## src/rtl/clkctl_pkg.sv

```systemverilog
package clkctl_pkg;

    localparam int BYTE_W = 8;

    typedef enum logic [2:0] {
        PH_IDLE,
        PH_RX,
        PH_HOLD,
        PH_ACK,
        PH_TX,
        PH_MACK
    } phase_e;

    typedef enum logic [2:0] {
        KD_ADDR,
        KD_CMD,
        KD_COUNT,
        KD_DATA,
        KD_READ
    } kind_e;

    typedef struct packed {
        phase_e              phase;
        kind_e               kind;
        logic [2:0]          bitcnt;
        logic [BYTE_W-1:0]   shreg;
        logic [BYTE_W-1:0]   ptr;
        logic [BYTE_W-1:0]   remaining;
        logic                is_block;
        logic                cnt_pending;
        logic                ack;
    } proto_state_t;

endpackage

```

## src/rtl/clkctl_bus_cond.sv

```systemverilog
module clkctl_bus_cond #(
    parameter int SYNC_STAGES = 2
) (
    input  logic clk,
    input  logic rst_n,
    input  logic scl_i,
    input  logic sda_i,
    output logic sda_o,
    output logic scl_rise_o,
    output logic scl_fall_o,
    output logic start_o,
    output logic stop_o
);

    typedef struct packed {
        logic [SYNC_STAGES-1:0] scl_sync;
        logic [SYNC_STAGES-1:0] sda_sync;
        logic                   scl_prev;
        logic                   sda_prev;
    } cond_state_t;

    cond_state_t q, d;

    logic scl_now;
    logic sda_now;

    always_comb begin
        d          = q;
        d.scl_sync = {q.scl_sync[SYNC_STAGES-2:0], scl_i};
        d.sda_sync = {q.sda_sync[SYNC_STAGES-2:0], sda_i};
        d.scl_prev = q.scl_sync[SYNC_STAGES-1];
        d.sda_prev = q.sda_sync[SYNC_STAGES-1];
    end

    always_ff @(posedge clk or negedge rst_n) begin
        if (!rst_n) begin
            q <= '1;
        end else begin
            q <= d;
        end
    end

    assign scl_now    = q.scl_sync[SYNC_STAGES-1];
    assign sda_now    = q.sda_sync[SYNC_STAGES-1];
    assign sda_o      = sda_now;
    assign scl_rise_o = scl_now & ~q.scl_prev;
    assign scl_fall_o = ~scl_now & q.scl_prev;
    assign start_o    = scl_now & q.scl_prev & q.sda_prev & ~sda_now;
    assign stop_o     = scl_now & q.scl_prev & ~q.sda_prev & sda_now;

endmodule

```

## src/rtl/clkctl_regbank.sv

```systemverilog
module clkctl_regbank #(
    parameter int          NUM_REGS   = 8,
    parameter logic [7:0]  RESET_FILL = 8'hFF
) (
    input  logic                  clk,
    input  logic                  rst_n,
    input  logic                  wr_en_i,
    input  logic [7:0]            wr_addr_i,
    input  logic [7:0]            wr_data_i,
    input  logic [7:0]            rd_addr_i,
    output logic [7:0]            rd_data_o,
    output logic [NUM_REGS*8-1:0] regs_o
);

    localparam int         IDX_W = (NUM_REGS > 1) ? $clog2(NUM_REGS) : 1;
    localparam logic [8:0] LIMIT = 9'(NUM_REGS);

    logic [7:0] regs_q [NUM_REGS];
    logic [7:0] regs_d [NUM_REGS];

    for (genvar g = 0; g < NUM_REGS; g++) begin : g_reg
        always_comb begin
            regs_d[g] = regs_q[g];
            if (wr_en_i && (wr_addr_i == 8'(g))) begin
                regs_d[g] = wr_data_i;
            end
        end

        always_ff @(posedge clk or negedge rst_n) begin
            if (!rst_n) begin
                regs_q[g] <= RESET_FILL;
            end else begin
                regs_q[g] <= regs_d[g];
            end
        end

        assign regs_o[g*8 +: 8] = regs_q[g];
    end

    always_comb begin
        if ({1'b0, rd_addr_i} < LIMIT) begin
            rd_data_o = regs_q[rd_addr_i[IDX_W-1:0]];
        end else begin
            rd_data_o = 8'h00;
        end
    end


    oob_write_ignored_chk: assert property (@(posedge clk) disable iff (!rst_n)
        (wr_en_i && ({1'b0, wr_addr_i} >= LIMIT)) |=> $stable(regs_o));


    no_spurious_write_chk: assert property (@(posedge clk) disable iff (!rst_n)
        !wr_en_i |=> $stable(regs_o));

endmodule

```

## src/rtl/clkctl_proto.sv

```systemverilog
module clkctl_proto
    import clkctl_pkg::*;
#(
    parameter logic [6:0] DEV_ADDR = 7'h69,
    parameter int         NUM_REGS = 8
) (
    input  logic       clk,
    input  logic       rst_n,
    input  logic       sda_i,
    input  logic       scl_rise_i,
    input  logic       scl_fall_i,
    input  logic       start_i,
    input  logic       stop_i,
    input  logic [7:0] rd_data_i,
    output logic [7:0] rd_addr_o,
    output logic       wr_en_o,
    output logic [7:0] wr_addr_o,
    output logic [7:0] wr_data_o,
    output logic       sda_oe_o
);

    localparam logic [7:0] BANK_SIZE = 8'(NUM_REGS);

    proto_state_t q, d;
    logic [7:0]   rx_byte;
    logic [7:0]   tx_byte;

    assign rx_byte   = {q.shreg[6:0], sda_i};
    assign tx_byte   = q.cnt_pending ? BANK_SIZE : rd_data_i;
    assign rd_addr_o = q.ptr;

    always_comb begin
        d         = q;
        wr_en_o   = 1'b0;
        wr_addr_o = q.ptr;
        wr_data_o = rx_byte;

        if (stop_i) begin
            d.phase = PH_IDLE;
        end else if (start_i) begin
            d.phase  = PH_RX;
            d.kind   = KD_ADDR;
            d.bitcnt = 3'd0;
        end else begin
            unique case (q.phase)
                PH_RX: begin
                    if (scl_rise_i) begin
                        d.shreg  = rx_byte;
                        d.bitcnt = q.bitcnt + 3'd1;
                        if (q.bitcnt == 3'd7) begin
                            d.phase = PH_HOLD;
                            d.ack   = 1'b1;
                            unique case (q.kind)
                                KD_ADDR: begin
                                    if (rx_byte[7:1] == DEV_ADDR) begin
                                        if (rx_byte[0]) begin
                                            d.kind        = KD_READ;
                                            d.cnt_pending = q.is_block;
                                            if (q.is_block) begin
                                                d.ptr = 8'd0;
                                            end
                                        end else begin
                                            d.kind = KD_CMD;
                                        end
                                    end else begin
                                        d.ack = 1'b0;
                                    end
                                end
                                KD_CMD: begin
                                    if (rx_byte[7]) begin
                                        d.ptr       = {1'b0, rx_byte[6:0]};
                                        d.remaining = 8'd1;
                                        d.is_block  = 1'b0;
                                        d.kind      = KD_DATA;
                                    end else begin
                                        d.ptr      = 8'd0;
                                        d.is_block = 1'b1;
                                        d.kind     = KD_COUNT;
                                    end
                                end
                                KD_COUNT: begin
                                    d.remaining = rx_byte;
                                    d.kind      = KD_DATA;
                                end
                                KD_DATA: begin
                                    if (q.remaining != 8'd0) begin
                                        wr_en_o     = 1'b1;
                                        d.remaining = q.remaining - 8'd1;
                                        d.ptr       = q.ptr + 8'd1;
                                    end
                                end
                                default: d.ack = 1'b0;
                            endcase
                        end
                    end
                end
                PH_HOLD: begin
                    if (scl_fall_i) begin
                        d.phase = q.ack ? PH_ACK : PH_IDLE;
                    end
                end
                PH_ACK: begin
                    if (scl_fall_i) begin
                        d.bitcnt = 3'd0;
                        if (q.kind == KD_READ) begin
                            d.phase = PH_TX;
                            d.shreg = tx_byte;
                            if (q.cnt_pending) begin
                                d.cnt_pending = 1'b0;
                            end else begin
                                d.ptr = q.ptr + 8'd1;
                            end
                        end else begin
                            d.phase = PH_RX;
                        end
                    end
                end
                PH_TX: begin
                    if (scl_fall_i) begin
                        d.shreg  = {q.shreg[6:0], 1'b0};
                        d.bitcnt = q.bitcnt + 3'd1;
                        if (q.bitcnt == 3'd7) begin
                            d.phase = PH_MACK;
                        end
                    end
                end
                PH_MACK: begin
                    if (scl_rise_i && sda_i) begin
                        d.phase = PH_IDLE;
                    end else if (scl_fall_i) begin
                        d.phase  = PH_TX;
                        d.bitcnt = 3'd0;
                        d.shreg  = tx_byte;
                        if (q.cnt_pending) begin
                            d.cnt_pending = 1'b0;
                        end else begin
                            d.ptr = q.ptr + 8'd1;
                        end
                    end
                end
                default: ;
            endcase
        end
    end

    always_ff @(posedge clk or negedge rst_n) begin
        if (!rst_n) begin
            q.phase       <= PH_IDLE;
            q.kind        <= KD_ADDR;
            q.bitcnt      <= 3'd0;
            q.shreg       <= 8'd0;
            q.ptr         <= 8'd0;
            q.remaining   <= 8'd0;
            q.is_block    <= 1'b0;
            q.cnt_pending <= 1'b0;
            q.ack         <= 1'b0;
        end else begin
            q <= d;
        end
    end

    assign sda_oe_o = (q.phase == PH_ACK) || ((q.phase == PH_TX) && !q.shreg[7]);


    stop_idle_chk: assert property (@(posedge clk) disable iff (!rst_n)
        stop_i |=> ((q.phase == PH_IDLE) && !sda_oe_o));


    start_rearm_chk: assert property (@(posedge clk) disable iff (!rst_n)
        (start_i && !stop_i) |=> ((q.phase == PH_RX) && (q.kind == KD_ADDR) && (q.bitcnt == 3'd0)));


    ack_held_chk: assert property (@(posedge clk) disable iff (!rst_n)
        ((q.phase == PH_ACK) && !scl_fall_i && !start_i && !stop_i) |=> sda_oe_o);

endmodule

```

## src/rtl/clkctl_smbus_slave.sv

```systemverilog
module clkctl_smbus_slave #(
    parameter logic [6:0] DEV_ADDR    = 7'h69,
    parameter int         NUM_REGS    = 8,
    parameter logic [7:0] RESET_FILL  = 8'hFF,
    parameter int         SYNC_STAGES = 2
) (
    input  logic                  clk,
    input  logic                  rst_n,
    input  logic                  scl_i,
    input  logic                  sda_i,
    output logic                  sda_oe_o,
    output logic [NUM_REGS*8-1:0] regs_o
);

    logic       sda_s;
    logic       scl_rise;
    logic       scl_fall;
    logic       bus_start;
    logic       bus_stop;
    logic [7:0] rd_addr;
    logic [7:0] rd_data;
    logic       wr_en;
    logic [7:0] wr_addr;
    logic [7:0] wr_data;

    clkctl_bus_cond #(
        .SYNC_STAGES (SYNC_STAGES)
    ) u_cond (
        .clk        (clk),
        .rst_n      (rst_n),
        .scl_i      (scl_i),
        .sda_i      (sda_i),
        .sda_o      (sda_s),
        .scl_rise_o (scl_rise),
        .scl_fall_o (scl_fall),
        .start_o    (bus_start),
        .stop_o     (bus_stop)
    );

    clkctl_proto #(
        .DEV_ADDR (DEV_ADDR),
        .NUM_REGS (NUM_REGS)
    ) u_proto (
        .clk        (clk),
        .rst_n      (rst_n),
        .sda_i      (sda_s),
        .scl_rise_i (scl_rise),
        .scl_fall_i (scl_fall),
        .start_i    (bus_start),
        .stop_i     (bus_stop),
        .rd_data_i  (rd_data),
        .rd_addr_o  (rd_addr),
        .wr_en_o    (wr_en),
        .wr_addr_o  (wr_addr),
        .wr_data_o  (wr_data),
        .sda_oe_o   (sda_oe_o)
    );

    clkctl_regbank #(
        .NUM_REGS   (NUM_REGS),
        .RESET_FILL (RESET_FILL)
    ) u_bank (
        .clk       (clk),
        .rst_n     (rst_n),
        .wr_en_i   (wr_en),
        .wr_addr_i (wr_addr),
        .wr_data_i (wr_data),
        .rd_addr_i (rd_addr),
        .rd_data_o (rd_data),
        .regs_o    (regs_o)
    );

endmodule

```

## config.mk

```make
export PLATFORM = sky130hd
export DESIGN_NAME = clkctl_smbus_slave
export DESIGN_NICKNAME = d
export VERILOG_FILES = /design/src/rtl/clkctl_pkg.sv /design/src/rtl/clkctl_bus_cond.sv /design/src/rtl/clkctl_regbank.sv /design/src/rtl/clkctl_proto.sv /design/src/rtl/clkctl_smbus_slave.sv
export SDC_FILE = /design/constraint.sdc
export NUM_CORES = 1
export LEC_CHECK = 0
export CORE_MARGIN = 1
export CORE_UTILIZATION = 40
export DETAILED_ROUTE_END_ITERATION = 10
export PLACE_DENSITY = 0.63
export SLEW_MARGIN = 20
export SYNTH_ARGS = -nofsm -noshare
export SYNTH_HDL_FRONTEND = slang
export SYNTH_SLANG_ARGS = --single-unit
export TNS_END_PERCENT = 50
```

## constraint.sdc

```tcl
create_clock -name clk -period 2.35 [get_ports clk]
set_input_delay 0.3525 -clock clk [delete_from_list [all_inputs] [get_ports clk]]
set_output_delay 0.3525 -clock clk [all_outputs]
set_load 0.005 [all_outputs]
```

==> impl_metrics.env <==
export IMPL_r2r_start="u_proto.q[35]"
export IMPL_htree_levels=3
export IMPL_grt_pass1_vias=4488
export IMPL_place_area_um2=6838
export IMPL_layout_commonest_cell="dfstp_2"
export IMPL_vias=4352
export IMPL_synth_edf_count=0
export IMPL_hold_ws_ns=-0.01306
export IMPL_dieArea_um2=14850
export IMPL_antenna_found_initial=0
export IMPL_layout_drive_gt1_share_pct=37.80
export IMPL_io_pins=69
export IMPL_arrival_ns=1.89
export IMPL_drt_iter0_drc=259
export IMPL_firstDrtPassIters=5
export IMPL_synth_compound_area_share_pct=11.49
export IMPL_synth_ff_type="dfstp_2"
export IMPL_min_path_type="primary input to async pin"
export IMPL_final_area_um2=7221
export IMPL_wl_um=15240
export IMPL_dp_cells=752
export IMPL_core_area_um2=13930
export IMPL_endpoint="sda_oe_o"
export IMPL_gp_congestion=0.9010
export IMPL_synth_xor_area_share_pct=0.4571
export IMPL_crit_type="flip-flop to primary output"
export IMPL_synthAdderAreaFrac_pct=1.959
export IMPL_fin_nets=598
export IMPL_dp_hpwl_um=10960
export IMPL_ant_nets=0
export IMPL_layout_cells_non_filler=770
export IMPL_slew_headroom_pct=61.51
export IMPL_leakage_uw=0.002894
export IMPL_overflow=0
export IMPL_row_count=43
export IMPL_layout_min_cycle_time_ns=2.247
export IMPL_end_kind="primary output"
export IMPL_status="complete, but fails checks"
export IMPL_r2r_cells=6
export IMPL_cap_violations=0
export IMPL_fin_skew_ns=0.01067
export IMPL_final_cell_mix="dfstp_2 (70), mux2_2 (69), clkdlybuf4s50_1 (67)"
export IMPL_cts_hold_buf=0
export IMPL_rsz0062_at_grt="false"
export IMPL_area_growth_synth_to_final_pct=25.62
export IMPL_ys_seq_area_share_pct=47.67
export IMPL_synth_seq_cells=106
export IMPL_grt_pass1_wl_um=24870
export IMPL_final_setup_tns_ns=0
export IMPL_max_freq_mhz=445.0
export IMPL_wl_per_cell_um=19.79
export IMPL_floorplan_initialDensity_pct=41.25
export IMPL_via_per_inst=5.652
export IMPL_p_per_area_nw_per_um2=653.9
export IMPL_peakVddDrop_uv=400.9
export IMPL_cts_root_buf="clkbuf_16"
export IMPL_worstPathRequired_ns=2.00
export IMPL_grtUsageTotal_pct=22.03
export IMPL_r2r_end="u_proto.wr_data_o[2]"
export IMPL_async_reset_ff_share_pct=100.0
export IMPL_die_x_um=121.9
export IMPL_avgSynthCellArea_um2=11.43
export IMPL_cts_tree="built"
export IMPL_die_h_um=121.9
export IMPL_grt_max_degree=46
export IMPL_muxShareOfSynthArea_pct=21.94
export IMPL_yosysUniqueCellTypes=62
export IMPL_cts_buffers=9
export IMPL_startpoint_type="flip-flop"
export IMPL_setup_viol=0
export IMPL_fin_crit_sh_pct=95.62
export IMPL_clock_sinks=106
export IMPL_yosys_area_share_simple_pct=13.19
export IMPL_antenna_cells=0
export IMPL_syn_nets=516
export IMPL_io_buffers=68
export IMPL_clockBufferDepth=2
export IMPL_hold_violations=11
export IMPL_yosysWarnings=0
export IMPL_syn_inst=503
export IMPL_syn_area_um2=5748
export IMPL_r2r_slack_ns=0.14
export IMPL_tightest_slew_ns=0.5773
export IMPL_failed_checks="hold timing"
export IMPL_slew_viol_final=0
export IMPL_startpoint="u_proto.q[34]"
export IMPL_synth_top_family_by_area="multiplexers"
export IMPL_clk_pin_slew_worst_paths_ns=0.07
export IMPL_clk_latency_ns=0.36
export IMPL_cp_max_fo=18
export IMPL_drcViolationCount=0
cells in the mapped netlist, types with 8 or more instances:
master	n	area, um^2
ha_1	9	112.6
dfstp_2	70	1839
a21oi_1	25	125.1
dfrtp_1	36	900.9
nor2_1	23	86.33
nor3_1	8	40.04
inv_1	14	52.55
and3_1	8	50.05
mux2_2	69	777.0
nand3_1	13	65.06
o21ai_0	34	170.2
clkbuf_1	21	78.83
nor2b_1	8	50.05
nand2_1	31	116.4
mux2i_1	9	90.09
mux4_2	16	360.4
flip-flops by register name (all words and copies together) (netlist names):
| name | cells |
|---|---|
| u_proto.rd_addr_o | 8 |
| u_cond.q | 2 |
| u_cond.d | 3 |
| u_cond.sda_o | 1 |
| u_proto.q | 21 |
| u_proto.wr_data_o | 7 |
| u_bank.regs_o | 64 |
cells by family (layout without fill, tap and decap cells):
kind of cell | after synthesis | in the layout
and+or+nand+nor | 137 | 137
buffers and inverters | 46 | 133
muxes | 97 | 97
AOI/OAI and AO/OA | 105 | 105
xor gates and xnor gates | 3 | 3
DFF | 106 | 106
adders and majority gates | 9 | 9
report_power, final:
group          switching [uW]  leakage [uW]  internal (uW)
clock                     706      0.000161            951
sequential                130       0.00121           1910
combinational             597       0.00152            424
layer usage:
layer / wire [um] / vias to the layer above / share of wire [%] / GRT usage (%)
li1: - / 2021 / - / -
met1: 6849 / 2188 / 45 / 28.74
met2: 7381 / 118 / 48 / 35.88
met3: 689 / 25 / 4.5 / 4.635
met4: 316 / 0 / 2.1 / 8.256
met5: 0 / - / 0 / 0
how the worst min path moves through the flow:
stage	start	to
2_1_floorplan	rst_n	u_proto.q[0]
3_3_place_gp	u_cond.d[3]	u_cond.sda_o
3_5_place_dp	u_cond.d[3]	u_cond.sda_o
4_1_cts	rst_n	u_proto.q[33]
5_1_grt	rst_n	u_proto.q[33]
6_report	rst_n	u_proto.q[33]
metrics by stage:
stage                     power (uW)  hold WS (ns)  util (%)  worst slack [ns]
after floorplan                 2735       0.05691         -            0.2637
after CTS                       4776      0.008525     51.41           0.03618
after global placement          3094        0.3482     49.07            0.1071
after detailed placement        3101        0.3475     49.07           0.03831
final                           4721      -0.01306     51.82            0.1030
after global routing            4959       0.02877     51.82          0.008181
critical path: stages, from the launching register on:
cell             delay [ns]
dfrtp_2                0.51
nand2b_1               0.26
o31ai_2                0.22
clkdlybuf4s50_1        0.54
area by class of cell:
type	instances	area [um^2]
multi-input cells	351	2836
repair buffers	103	1041
fillers	1222	6714
flip-flops and latches	106	2741
inverters	14	52.55
clock inverters	6	95.09
well taps	180	225.2
clock buffers	10	229.0
timing repair:
item,4_1_cts,5_1_grt
pin swaps,0,2
gates cloned,0,0
setup buffers,0,2
setup endpoints to repair,1,33
gates resized for setup,1,4
Note: power is estimated with default switching activity, not from simulation.
